<file path="config.mk">
export PLATFORM = sky130hd
export DESIGN_NAME = warp_issue_sched
export DESIGN_NICKNAME = d
export VERILOG_FILES = /design/src/rtl/wsched_pkg.sv /design/src/rtl/wsched_warp_slot.sv /design/src/rtl/wsched_rr_pick.sv /design/src/rtl/warp_issue_sched.sv
export SDC_FILE = /design/constraint.sdc
export NUM_CORES = 1
export LEC_CHECK = 0
export BUFFER_PORTS_ARGS = -buffer_cell sky130_fd_sc_hd__buf_4
export CORE_AREA = 2 2 204 206
export DETAILED_ROUTE_END_ITERATION = 8
export DIE_AREA = 0 0 206 208
export PLACE_DENSITY = 0.66
export SLEW_MARGIN = 0
export SYNTH_ARGS = -nofsm -noshare
export SYNTH_HDL_FRONTEND = slang
export SYNTH_SLANG_ARGS = --single-unit
</file>
<file path="constraint.sdc">
create_clock -name clk -period 5.5 [get_ports clk]
set_clock_uncertainty 0.05 [all_clocks]
set_input_delay 0.825 -clock clk [delete_from_list [all_inputs] [get_ports clk]]
set_output_delay 0.825 -clock clk [all_outputs]
set_load 0.05 [all_outputs]
</file>
<file path="src/rtl/wsched_pkg.sv">
package wsched_pkg;
  localparam int WS_PC_W    = 32;
  localparam int WS_PC_STEP = 4;

  typedef enum logic [1:0] {
    WS_READY  = 2'd0,
    WS_BUSY   = 2'd1,
    WS_PARKED = 2'd2
  } wstate_e;

  // sequential successor of a PC
  function automatic logic [WS_PC_W-1:0] ws_seq_pc(input logic [WS_PC_W-1:0] pc);
    return pc + WS_PC_W'(WS_PC_STEP);
  endfunction

  // PC after an instruction resolves at writeback
  function automatic logic [WS_PC_W-1:0] ws_wb_pc(input logic [WS_PC_W-1:0] pc,
                                                  input logic is_br,
                                                  input logic [WS_PC_W-1:0] tgt);
    return is_br ? tgt : ws_seq_pc(pc);
  endfunction
endpackage

</file>
<file path="src/rtl/wsched_warp_slot.sv">
module wsched_warp_slot
  import wsched_pkg::*;
(
  input  logic               clk,
  input  logic               rst,
  input  logic               issue_hit,
  input  logic               wb_hit,
  input  logic               wb_is_branch,
  input  logic [WS_PC_W-1:0] wb_target,
  input  logic               park_hit,
  input  logic               wake_hit,
  output logic               ready,
  output logic               parked,
  output logic [WS_PC_W-1:0] pc
);
  wstate_e st_q;
  logic [WS_PC_W-1:0] pc_q;

  always_ff @(posedge clk) begin
    if (rst) begin
      st_q <= WS_READY;
      pc_q <= '0;
    end else begin
      unique case (st_q)
        WS_READY: if (issue_hit) st_q <= WS_BUSY;
        WS_BUSY: begin
          if (park_hit) begin
            st_q <= WS_PARKED;
          end else if (wb_hit) begin
            pc_q <= ws_wb_pc(pc_q, wb_is_branch, wb_target);
            st_q <= WS_READY;
          end
        end
        WS_PARKED: if (wake_hit) begin
          pc_q <= ws_seq_pc(pc_q);
          st_q <= WS_READY;
        end
        default: st_q <= WS_READY;
      endcase
    end
  end

  assign ready  = (st_q == WS_READY);
  assign parked = (st_q == WS_PARKED);
  assign pc     = pc_q;
endmodule

</file>
<file path="src/rtl/wsched_rr_pick.sv">
module wsched_rr_pick #(
  parameter int NUM_WARPS = 8,
  localparam int WID_W = (NUM_WARPS > 1) ? $clog2(NUM_WARPS) : 1
) (
  input  logic [NUM_WARPS-1:0] ready_vec,
  input  logic [WID_W-1:0]     last_wid,
  output logic                 pick_valid,
  output logic [WID_W-1:0]     pick_wid
);
  // search upward from last+1, wrapping; returns {found, id}
  function automatic logic [WID_W:0] rr_search(input logic [NUM_WARPS-1:0] rdy,
                                               input logic [WID_W-1:0] last);
    logic [WID_W:0] res;
    res = '0;
    for (int off = NUM_WARPS; off >= 1; off--) begin
      int idx;
      idx = (int'(last) + off) % NUM_WARPS;
      if (rdy[idx]) res = {1'b1, WID_W'(idx)};
    end
    return res;
  endfunction

  logic [WID_W:0] found;
  assign found      = rr_search(ready_vec, last_wid);
  assign pick_valid = found[WID_W];
  assign pick_wid   = found[WID_W-1:0];
endmodule

</file>
<file path="src/rtl/warp_issue_sched.sv">
module warp_issue_sched
  import wsched_pkg::*;
#(
  parameter int NUM_WARPS = 8,
  localparam int WID_W = (NUM_WARPS > 1) ? $clog2(NUM_WARPS) : 1
) (
  input  logic               clk,
  input  logic               rst,
  input  logic               wb_valid,
  input  logic [WID_W-1:0]   wb_wid,
  input  logic               wb_is_branch,
  input  logic [WS_PC_W-1:0] wb_target,
  input  logic               mem_result_valid,
  input  logic [WID_W-1:0]   mem_result_wid,
  input  logic               mem_all_hit,
  input  logic               mem_return_valid,
  input  logic [WID_W-1:0]   mem_return_wid,
  output logic               issue_valid,
  output logic [WID_W-1:0]   issue_wid,
  output logic [WS_PC_W-1:0] issue_pc
);
  // named per-warp events
  logic [NUM_WARPS-1:0] issue_ev, wb_ev, park_ev, wake_ev;
  logic [NUM_WARPS-1:0] ready_vec, parked_vec;
  logic [NUM_WARPS-1:0][WS_PC_W-1:0] pc_vec;
  logic [WID_W-1:0] last_q;
  logic             pick_valid;
  logic [WID_W-1:0] pick_wid;

  for (genvar g = 0; g < NUM_WARPS; g++) begin : g_slot
    assign issue_ev[g] = pick_valid && (pick_wid == WID_W'(g));
    assign wb_ev[g]    = wb_valid && (wb_wid == WID_W'(g));
    assign park_ev[g]  = mem_result_valid && !mem_all_hit && (mem_result_wid == WID_W'(g));
    assign wake_ev[g]  = mem_return_valid && (mem_return_wid == WID_W'(g));

    wsched_warp_slot u_slot (
      .clk          (clk),
      .rst          (rst),
      .issue_hit    (issue_ev[g]),
      .wb_hit       (wb_ev[g]),
      .wb_is_branch (wb_is_branch),
      .wb_target    (wb_target),
      .park_hit     (park_ev[g]),
      .wake_hit     (wake_ev[g]),
      .ready        (ready_vec[g]),
      .parked       (parked_vec[g]),
      .pc           (pc_vec[g])
    );
  end

  wsched_rr_pick #(.NUM_WARPS(NUM_WARPS)) u_pick (
    .ready_vec  (ready_vec),
    .last_wid   (last_q),
    .pick_valid (pick_valid),
    .pick_wid   (pick_wid)
  );

  always_ff @(posedge clk) begin
    if (rst)             last_q <= WID_W'(NUM_WARPS - 1);
    else if (pick_valid) last_q <= pick_wid;
  end

  assign issue_valid = pick_valid;
  assign issue_wid   = pick_wid;
  assign issue_pc    = pc_vec[pick_wid];
endmodule

</file>
# Yosys cells after proc, flatten, opt, wreduce, memory -nomap -nowiden
# Index checks and enable logic that the tools add are counted.
totals:
  out_inout_bits: 36
  register_bits: 275
  wordCells: 326
classes:
  reduce_logical: 78
  n_bitwise: 8
  add_sub_neg: 16
  muxes: 114
  magnitude_cmp: 9
  n_eq_ne: 84
op_table:
  columns: ["operator", "n"]
  rows:
  - ["$mux 32", 33]
  - ["$pmux 32 s2", 8]
  - ["$add 32x3->32 const B", 8]
  - ["$bmux 32 s3", 1]
  - ["$mux 2", 32]
  - ["$eq 3x3->1 const B", 16]
  - ["$ne 2x1->1 const B", 24]
  - ["$pmux 2 s3", 8]
  - ["$lt 4x5->1 const B", 8]
  - ["$logic_and 1x1->1", 33]
  - ["$mux 4", 8]
  - ["$reduce_and 4->1", 8]
  - ["$bmux 1 s3", 8]
  - ["$eq 3x2->1 const B", 8]
  - ["$ne 3x1->1 const B", 8]
  - ["$reduce_and 3->1", 8]
  - ["$reduce_or 3->1", 8]
  - ["$eq 2x1->1 const B", 8]
  - ["$eq 2x2->1 const B", 8]
  - ["$logic_not 2->1", 8]
  - ["$mux 1", 16]
  - ["$ne 2x2->1 const B", 8]
  - ["$reduce_bool 2->1", 8]
  - ["$add 3x3->3 const B", 4]
  - ["other kinds (7)", 22]

# Logic depth before layout (Yosys ltp)
# Gate-level depths: netlist of run 1.
depth:
  ltp_word: 18
  depth_mapped: 18
  ltp_nobuf: 12

# By module
# From an unflattened synthesis of run 1, not the netlist that was laid out.
hier_totals:
  cells_unflattened: 2621
  area_unflattened_um2: 20101.8
modules_own_cells:
  columns: ["mod", "area_each_um2", "seq_area_each_um2", "cells_per_inst", "instances"]
  rows:
  - ["wsched_warp_slot", 2127.0, 680.7, 284, 8]
  - ["warp_issue_sched", 2342.2, 60.1, 262, 1]
  - ["wsched_rr_pick", 743.2, 0.0, 87, 1]

# Worst setup path before layout of run 1
# OpenSTA, ideal clock, no wires.
synth_path:
  path_type: "reg-to-output"
  start: "register last_q[1]"
  end: "output port issue_pc[23]"
  t_required_ps: 4625
  arrival_time_ps: 4556
  setup_slack_ps: 69
  path_stages_with_launch: 17
  cell_sequence: "dfxtp_1 > buf_2 > buf_4 > buf_2 > inv_1 > ha_1 > buf_2 > mux4_2 > mux2i_1 > a31oi_1 > a311oi_2 > nand2_2 > inv_2 > buf_6 > buf_4 > a21oi_1 > a222oi_1"
synth_between:
  elab_chain_cells: 14
  elab_cells_between_ends: 42
  classes_between: "add/sub: 8; mux: 34"
synth_rtl:
  columns: ["element", "line", "rtl"]
  rows:
  - ["from (decl)", "warp_issue_sched.sv:26", "logic [WID_W-1:0] last_q;"]
  - ["from (signal assigned)", "warp_issue_sched.sv:59", "if (rst) last_q <= WID_W'(NUM_WARPS - 1);"]
  - ["from (signal assigned)", "warp_issue_sched.sv:60", "else if (pick_valid) last_q <= pick_wid;"]
  - ["$add 3x1->3", "wsched_rr_pick.sv:17", "idx = (int'(last) + off) % NUM_WARPS;"]
  - ["$bmux 1 s3", "wsched_rr_pick.sv:18", "if (rdy[idx]) res = {1'b1, WID_W'(idx)};"]
  - ["$mux 1 (not written as such) (2 in a row)", "wsched_rr_pick.sv:18", null]
  - ["$mux 4 (7 in a row)", "wsched_rr_pick.sv:18", null]
  - ["$mux 4 (*)", "wsched_rr_pick.sv:18", null]
  - ["named net issue_wid[1]", "warp_issue_sched.sv:19", "output logic [WID_W-1:0] issue_wid,"]
  - ["$bmux 32 s3 (*)", "warp_issue_sched.sv:65", "assign issue_pc = pc_vec[pick_wid];"]
  - ["$mux 32 (not written as such) (*)", "warp_issue_sched.sv:65", null]
  - ["to (decl)", "warp_issue_sched.sv:20", "output logic [WS_PC_W-1:0] issue_pc"]
# Mark *: on every way through the listed nets, which the timed path passes. The rest lies on a longest branch. The select of a mux whose other input is x is not followed.

# Worst setup path after layout of run 1
layout_path:
  start: "register g_slot[7].u_slot.st_q[0]"
  end: "output port issue_pc[30]"
layout_between:
  elab_chain_cells: 14
  elab_cells_between_ends: 35
  classes_between: "mux: 34; reduce/logical: 1"
layout_rtl:
  columns: ["element", "line", "rtl"]
  rows:
  - ["from (decl)", "wsched_warp_slot.sv:16", "wstate_e st_q;"]
  - ["from (signal assigned)", "wsched_warp_slot.sv:21", "st_q <= WS_READY;"]
  - ["from (signal assigned)", "wsched_warp_slot.sv:25", "WS_READY: if (issue_hit) st_q <= WS_BUSY;"]
  - ["from (signal assigned)", "wsched_warp_slot.sv:28", "st_q <= WS_PARKED;"]
  - ["$logic_not 2->1 (*)", "wsched_warp_slot.sv:43", "assign ready = (st_q == WS_READY);"]
  - ["$bmux 1 s3", "wsched_rr_pick.sv:18", null]
  - ["$mux 1 (not written as such) (2 in a row)", "wsched_rr_pick.sv:18", null]
  - ["$mux 4 (7 in a row)", "wsched_rr_pick.sv:18", null]
  - ["$mux 4 (*)", "wsched_rr_pick.sv:18", null]
  - ["$bmux 32 s3 (*)", "warp_issue_sched.sv:65", null]
  - ["$mux 32 (not written as such) (*)", "warp_issue_sched.sv:65", null]
# Every way passes the cells marked *; elsewhere a longest branch is shown, timed or not. The select of a mux whose other input is x is not followed.

==> flow_summary.json, run 1 <==
{
  "layout_common_cells": "428 x sky130_fd_sc_hd__nor2_1, 275 x sky130_fd_sc_hd__dfxtp_1, 260 x sky130_fd_sc_hd__a21oi_1",
  "p_int_mw": 6.64,
  "critical_path_arrival_ns": 4.51,
  "grt_setup_unrepaired": "false",
  "num_rows": 74,
  "worstPathRequired_ns": 4.62,
  "average_routed_wire_per_standard_cell_um": 23.1,
  "final.min_clock_period_ns": 5.38,
  "initial_cell_density_of_the_core_pct": 49.4,
  "gp_congestion": 0.953,
  "power.share.combinational_pct": 67.6,
  "setup-tns-final_ns": 0,
  "footprint_of_the_flip_flops_and_latches_um2": 5510,
  "pin_count": 84,
  "net_count_synth": 2904,
  "status": "completed",
  "power.share.clock_pct": 15.0,
  "vias_after_detailed_routing": 21800,
  "grt_pass1_wl_um": 117000,
  "clkLatencyLatePin_ns": 0.54,
  "number_of_synthesized_flops_with_an_enable_pin": 0,
  "number_of_register_bits_inferred_by_synthesis": 275,
  "proportion_of_power_drawn_by_flip_flops_and_latches_pct": 17.4,
  "hold_violation_total_from_the_final_report": 0,
  "ctsHtreeMaxLevel": 2,
  "antenna_cells_inserted": 0,
  "dr.pass1.iters": 6,
  "cell_variety_after_synth": 80,
  "root_buffer": "sky130_fd_sc_hd__clkbuf_16",
  "max-vdd-ir-drop_mv": 1.35,
  "syn-instance-count": 2807,
  "final_common_cell": "sky130_fd_sc_hd__nor2_1",
  "worstHoldPathType": "register to register",
  "grt_usage_pct": 34.9,
  "die-area_um2": 42800,
  "dieWidth_um": 206,
  "synth.cell_area_um2": 20000,
  "port_buffers": 83,
  "finalMaxSlewViolations": 0,
  "synth_area_per_cell_um2": 7.14,
  "ys_seq_area_share_pct": 27.5,
  "placedCellCount": 3233,
  "instances_no_fill": 3297,
  "antenna_violating_nets_post_route": 0,
  "path_class": "register to output port",
  "setup_violations": 0,
  "fmax_ghz": 0.186,
  "grt_pass1_vias": 19500,
  "dr_vias_cell": 6.60,
  "leakage_power_summed_over_all_cells_nw": 7.65,
  "layout-drive-gt1-share_pct": 9.87,
  "power.density_cell_area_nw_per_um2": 694,
  "detailedRoute.firstIterationViolations": 2374,
  "die_height_um": 208,
  "antenna_found_initial": 1,
  "total_switching_power_mw": 8.56,
  "grt_max_degree": 164,
  "grt_overflow": 0,
  "p_sw_share_pct": 56.3,
  "cts.path.max_buffers": 3,
  "finalCritPeriodShare_pct": 97.9,
  "placed_wire_length_estimate_after_detailed_placement_um": 53900,
  "main_flop_type_after_synthesis": "sky130_fd_sc_hd__dfxtp_1",
  "asyncSetResetFlopFracSynth_pct": 0,
  "critical_path.endpoint_type": "output port",
  "cts.sink_count": 275,
  "multi_input_comb_area_um2": 13400,
  "worst-slew-pin-transition_ns": 1.18,
  "critical_path.max_fanout": 25,
  "fin_nets": 2838,
  "drcViolationCount": 0,
  "area.growth.synth_to_final_pct": 9.38,
  "cts_made_buffers": 35,
  "clock_tree_from_tritoncts": "built",
  "relSlewSlack_pct": 21.1,
  "kind_of_start_point_of_the_critical_path": "register",
  "num-fill-cells": 3959,
  "max_cap_violations": 0,
  "sum_of_routed_wire_length_over_all_layers_um": 76300,
  "clk_pin_slew_ns": 0.06,
  "coreArea_um2": 40600,
  "yosys_warnings": 0
}
==> what timing repair did <==
| action | 4_1_cts | 5_1_grt |
|---|---|---|
| gates resized for setup | 7 | 8 |
| pin swaps | 2 | 2 |
| hold buffers | 0 | 0 |
| gates cloned | 1 | 0 |
| setup endpoints to repair | 8 | 14 |
| buffers inserted | 1 | 1 |
==> flip-flops by register name, indices dropped and copies added, names as in the netlist <==
| name | flops |
|---|---|
| g_slot.u_slot.pc | 256 |
| g_slot.u_slot.st_q | 16 |
| last_q | 3 |
==> power groups by stage <==
| stage | sequential [mW] | combinational, mW | clock, mW |
|---|---|---|---|
| 2_1_floorplan | 2.52 | 6.79 | 0 |
| 3_3_place_gp | 2.65 | 9.68 | 0 |
| 3_5_place_dp | 2.66 | 9.76 | 0 |
| 4_1_cts | 2.62 | 10.0 | 2.30 |
| 5_1_grt | 2.67 | 10.6 | 2.37 |
| 6_report | 2.64 | 10.3 | 2.28 |
==> cell usage after synthesis (10+ instances only) <==
library cell	number	area (µm²)
sky130_fd_sc_hd__nor2_1	432	1620
sky130_fd_sc_hd__dfxtp_1	275	5510
sky130_fd_sc_hd__a21oi_1	260	1300
sky130_fd_sc_hd__nand2_1	256	961
sky130_fd_sc_hd__o21ai_0	204	1020
sky130_fd_sc_hd__clkbuf_1	181	679
sky130_fd_sc_hd__nand3_1	123	616
sky130_fd_sc_hd__nor3_1	99	495
sky130_fd_sc_hd__a211oi_1	93	698
sky130_fd_sc_hd__mux2i_1	68	681
sky130_fd_sc_hd__and3_1	62	388
sky130_fd_sc_hd__a22oi_1	60	450
sky130_fd_sc_hd__ha_1	49	613
sky130_fd_sc_hd__inv_1	43	161
sky130_fd_sc_hd__nand4_1	43	269
sky130_fd_sc_hd__o22ai_1	42	263
sky130_fd_sc_hd__mux2_2	33	372
sky130_fd_sc_hd__a31oi_1	26	163
sky130_fd_sc_hd__and2_1	26	163
sky130_fd_sc_hd__nand2b_1	25	156
sky130_fd_sc_hd__o22a_1	24	210
sky130_fd_sc_hd__or3_1	23	144
sky130_fd_sc_hd__xor2_1	22	193
sky130_fd_sc_hd__o221ai_1	21	184
sky130_fd_sc_hd__o31ai_1	19	143
sky130_fd_sc_hd__nor2b_1	18	113
sky130_fd_sc_hd__o21ai_1	18	90.1
sky130_fd_sc_hd__and4_1	17	149
sky130_fd_sc_hd__mux2_1	17	191
sky130_fd_sc_hd__xnor2_1	17	149
sky130_fd_sc_hd__nor4_1	16	100
sky130_fd_sc_hd__a22o_1	14	123
sky130_fd_sc_hd__buf_2	13	65.1
sky130_fd_sc_hd__mux4_2	11	248
sky130_fd_sc_hd__o32ai_1	11	96.3
sky130_fd_sc_hd__a222oi_1	10	100
sky130_fd_sc_hd__buf_6	10	113
==> stage by stage <==
step	hold slack [ns]	power, mW	util (%)	cell area (µm²)	setup WS [ns]
after floorplan	0.378	9.30	-	20000	0.0689
after global placement	0.389	12.3	51.1	20700	0.437
after detailed placement	0.398	12.4	51.1	20700	0.386
after CTS	0.406	14.9	54.0	21900	0.0218
after global routing	0.426	15.7	54.0	21900	0.000916
final	0.405	15.2	54.0	21900	0.117
==> logic make-up (layout without fill, tap and decap cells) <==
logic type | Yosys count | in the layout | synth area share [%]
adder cells (fa/ha/maj) | 49 | 49 | 3.06
AND/OR/NAND/NOR | 1177 | 1177 | 27.3
multiplexers | 130 | 130 | 7.56
AO/OA/AOI/OAI | 863 | 863 | 26.9
XOR/XNOR | 40 | 40 | 1.79
flip-flops | 275 | 275 | 27.5
buffers and inverters | 273 | 231 | 5.95
==> critical path: stages (launching register included) <==
cell,delay (ns)
sky130_fd_sc_hd__dfxtp_1,0.36
sky130_fd_sc_hd__inv_1,0.11
sky130_fd_sc_hd__ha_1,0.31
sky130_fd_sc_hd__mux4_2,0.57
sky130_fd_sc_hd__mux2i_1,0.30
sky130_fd_sc_hd__a31oi_1,0.12
sky130_fd_sc_hd__o21ai_1,0.19
sky130_fd_sc_hd__o21ai_1,0.16
sky130_fd_sc_hd__o21ai_4,0.74
sky130_fd_sc_hd__a211oi_1,0.14
sky130_fd_sc_hd__a211oi_1,0.59
sky130_fd_sc_hd__buf_4,0.33
==> path summary, 6_finish.rpt <==
| kind | from | end | slack (ns) | depth (start not counted) |
|---|---|---|---|---|
| min | g_slot[6].u_slot.pc[0] | g_slot[6].u_slot.pc[0] | 0.41 | 2 |
| max | g_slot[7].u_slot.st_q[0] | issue_pc[30] | 0.12 | 11 |
| min reg2reg | g_slot[6].u_slot.pc[0] | g_slot[6].u_slot.pc[0] | 0.41 | 2 |
| max reg2reg | g_slot[7].u_slot.st_q[0] | g_slot[1].u_slot.st_q[0] | 1.59 | 12 |
==> final cells by class <==
type	count	area share, %
clock buffers	57	4.93
well taps	532	3.04
flip-flops and latches	275	25.1
clock inverters	4	0.0914
multi-input cells	2259	61.4
inverters	45	0.805
repair buffers	125	4.65
==> routing by layer <==
layer | global-route usage (%) | vias up | share of wire, %
met3 | 7.69 | 143 | 12
met1 | 50.7 | 10300 | 43
li1 | - | 10100 | -
met5 | 0 | - | 0.022
met2 | 50.9 | 1207 | 42
met4 | 10.8 | 2 | 2.8
No activity file was read; power rests on OpenSTA's default activity.
==> run 2: changes to the inputs <==
Clock period 5.5 ns to 6.1 ns, I/O delays scaled along.
==> run 2 against run 1 <==
Global-route usage up 0.52 points; wire length up 1.4%; via count up 0.59%; critical path type unchanged.
==> flow_summary.json, run 2 (synthesis gave the netlist of run 1 again) <==
{
  "kind_of_start_point_of_the_critical_path": "register",
  "gp_congestion": 0.972,
  "antenna_cells_inserted": 0,
  "leakage_power_summed_over_all_cells_nw": 7.63,
  "largest_register_ffs": 256,
  "clock_tree_from_tritoncts": "built",
  "path_class": "register to output port",
  "antenna_found_initial": 1,
  "num_rows": 74,
  "grt_setup_unrepaired": "false",
  "dr_vias_cell": 6.64,
  "dieWidth_um": 206,
  "worstPathRequired_ns": 5.13,
  "drcViolationCount": 0,
  "critical_path_buf_inv_count": 3,
  "dominant_cell_type_by_count_on_the_critical_path": "sky130_fd_sc_hd__buf_4",
  "power.density_cell_area_nw_per_um2": 615,
  "coreArea_um2": 40600,
  "routing_usage_on_met2_pct": 50.6,
  "cts.sink_count": 275,
  "final.min_clock_period_ns": 5.91,
  "detailedPlace.worstSlack_ns": 0.820,
  "global_route.usage.met3_pct": 9.43,
  "grt_overflow": 0,
  "holdBufCountCts": 0,
  "placed_wire_length_estimate_after_detailed_placement_um": 54900,
  "pin_count": 84,
  "port_buffers": 83,
  "average_routed_wire_per_standard_cell_um": 23.5,
  "detailedRoute.firstIterationViolations": 2788,
  "root_buffer": "sky130_fd_sc_hd__clkbuf_16",
  "max_cap_violations": 0,
  "finalCritPeriodShare_pct": 96.9,
  "instances_no_fill": 3295,
  "cts.path.max_buffers": 3,
  "grt_usage_pct": 35.4,
  "most_used_layer_global_route": "met1",
  "grt_pass1_wl_um": 118000,
  "antenna_violating_nets_post_route": 0,
  "area.growth.synth_to_final_pct": 9.02,
  "initial_cell_density_of_the_core_pct": 49.4,
  "cts_made_buffers": 35,
  "layout-drive-gt1-share_pct": 9.63,
  "post-route-util_pct": 53.9,
  "ctsHtreeMaxLevel": 2,
  "setup-tns-final_ns": 0,
  "setup_violations": 0,
  "met1_usage_pct": 51.3,
  "worstPathCellList": "inv_1 > ha_1 > mux4_2 > mux2i_1 > a21oi_1 > a31oi_1 > o21ai_1 > o21ai_2 > buf_4 > o22ai_1 > a211oi_1 > buf_4",
  "relSlewSlack_pct": 17.3,
  "die_height_um": 208,
  "worst-slew-pin-transition_ns": 1.24,
  "layout_common_cells": "428 x sky130_fd_sc_hd__nor2_1, 275 x sky130_fd_sc_hd__dfxtp_1, 260 x sky130_fd_sc_hd__a21oi_1",
  "max-vdd-ir-drop_mv": 1.46,
  "dr.pass1.iters": 6,
  "status": "completed",
  "pnr_worst_setup_slack_ns": 0.186,
  "grt_max_degree": 126,
  "crit_path_top_delay_cell": "sky130_fd_sc_hd__o21ai_2",
  "p_total_mw": 13.4,
  "worst-path-stages": 12,
  "die-area_um2": 42800,
  "worstHoldPathCells": 2,
  "ff2ff_setup_slack_ns": 2.02,
  "clkLatencyLatePin_ns": 0.56,
  "clk_pin_slew_ns": 0.06,
  "fin_nets": 2833,
  "delay_of_the_slowest_cell_on_the_worst_path_ns": 0.69,
  "final_common_cell": "sky130_fd_sc_hd__nor2_1",
  "sum_of_routed_wire_length_over_all_layers_um": 77400,
  "critical_path.max_fanout": 10,
  "path_delay_family": "compound AO/OA/AOI/OAI gates",
  "hold_violation_total_from_the_final_report": 0,
  "fmax_ghz": 0.169,
  "worstHoldPathType": "register to register",
  "vias_after_detailed_routing": 21900,
  "critical_path.endpoint_type": "output port",
  "placedCellCount": 3231,
  "finalMaxSlewViolations": 0,
  "depth_of_the_worst_register_to_register_path": 11,
  "critical_path_arrival_ns": 4.95,
  "grt_pass1_vias": 19700
}
-- run 2: changes by cell type in the layout (fill, tap and decap cells not counted), sizes merged --
cell    before  now
buf        124  120
bufbuf       1    0
bufinv       0    1
clkinv       4    5
inv         45   46
-- run 2: path summary, 6_finish.rpt --
check,startpoint,end
worst max-delay path,last_q[0],issue_pc[30]
worst min register to register,g_slot[6].u_slot.pc[1],g_slot[6].u_slot.pc[1]
worst min-delay path,g_slot[6].u_slot.pc[1],g_slot[6].u_slot.pc[1]
worst max register to register,last_q[0],g_slot[1].u_slot.st_q[0]
-- run 2: per-stage QoR --
step	hold slack [ns]	area, µm²
2_1_floorplan	0.378	20000
3_3_place_gp	0.389	20700
3_5_place_dp	0.397	20700
4_1_cts	0.405	21800
5_1_grt	0.422	21800
6_report	0.401	21800
-- run 2: per-layer routing --
metal | up-vias | part of all wire (%)
met5 | - | 0
met4 | 0 | 3.0
met3 | 150 | 14
met2 | 1352 | 41
met1 | 10300 | 42
li1 | 10100 | -
-- run 2: worst register-to-register path, cell delays in order (launching register included) --
cell	delay, ns
sky130_fd_sc_hd__dfxtp_1	0.32
sky130_fd_sc_hd__inv_1	0.08
sky130_fd_sc_hd__ha_1	0.51
sky130_fd_sc_hd__mux4_2	0.48
sky130_fd_sc_hd__a22oi_1	0.29
sky130_fd_sc_hd__o211ai_1	0.13
sky130_fd_sc_hd__and4_4	0.19
sky130_fd_sc_hd__o21ai_4	0.43
sky130_fd_sc_hd__nand3_2	0.67
sky130_fd_sc_hd__o21ai_1	0.44
sky130_fd_sc_hd__o211a_1	0.24
sky130_fd_sc_hd__mux2i_1	0.19
-- run 2: report_power, final --
part | switching (mW) | leakage, nW | internal [mW]
registers | 0.365 | 2.23 | 2.04
clock network | 0.888 | 0.582 | 1.28
logic | 6.29 | 4.82 | 2.57
-- run 2: what timing repair did --
action | in CTS | in global routing
endpoints found under the setup margin | 0 | 1
gates resized for setup | 0 | 1
buffers inserted | 0 | 0
-- run 2: layout make-up --
type / count / area [µm²]
Fill cell: 3934 / 18700
Multi-Input combinational cell: 2259 / 13400
Sequential cell: 275 / 5510
Clock buffer: 57 / 1100
Timing Repair Buffer: 120 / 921
Tap cell: 532 / 666
Inverter: 45 / 174
Clock inverter: 7 / 75.1
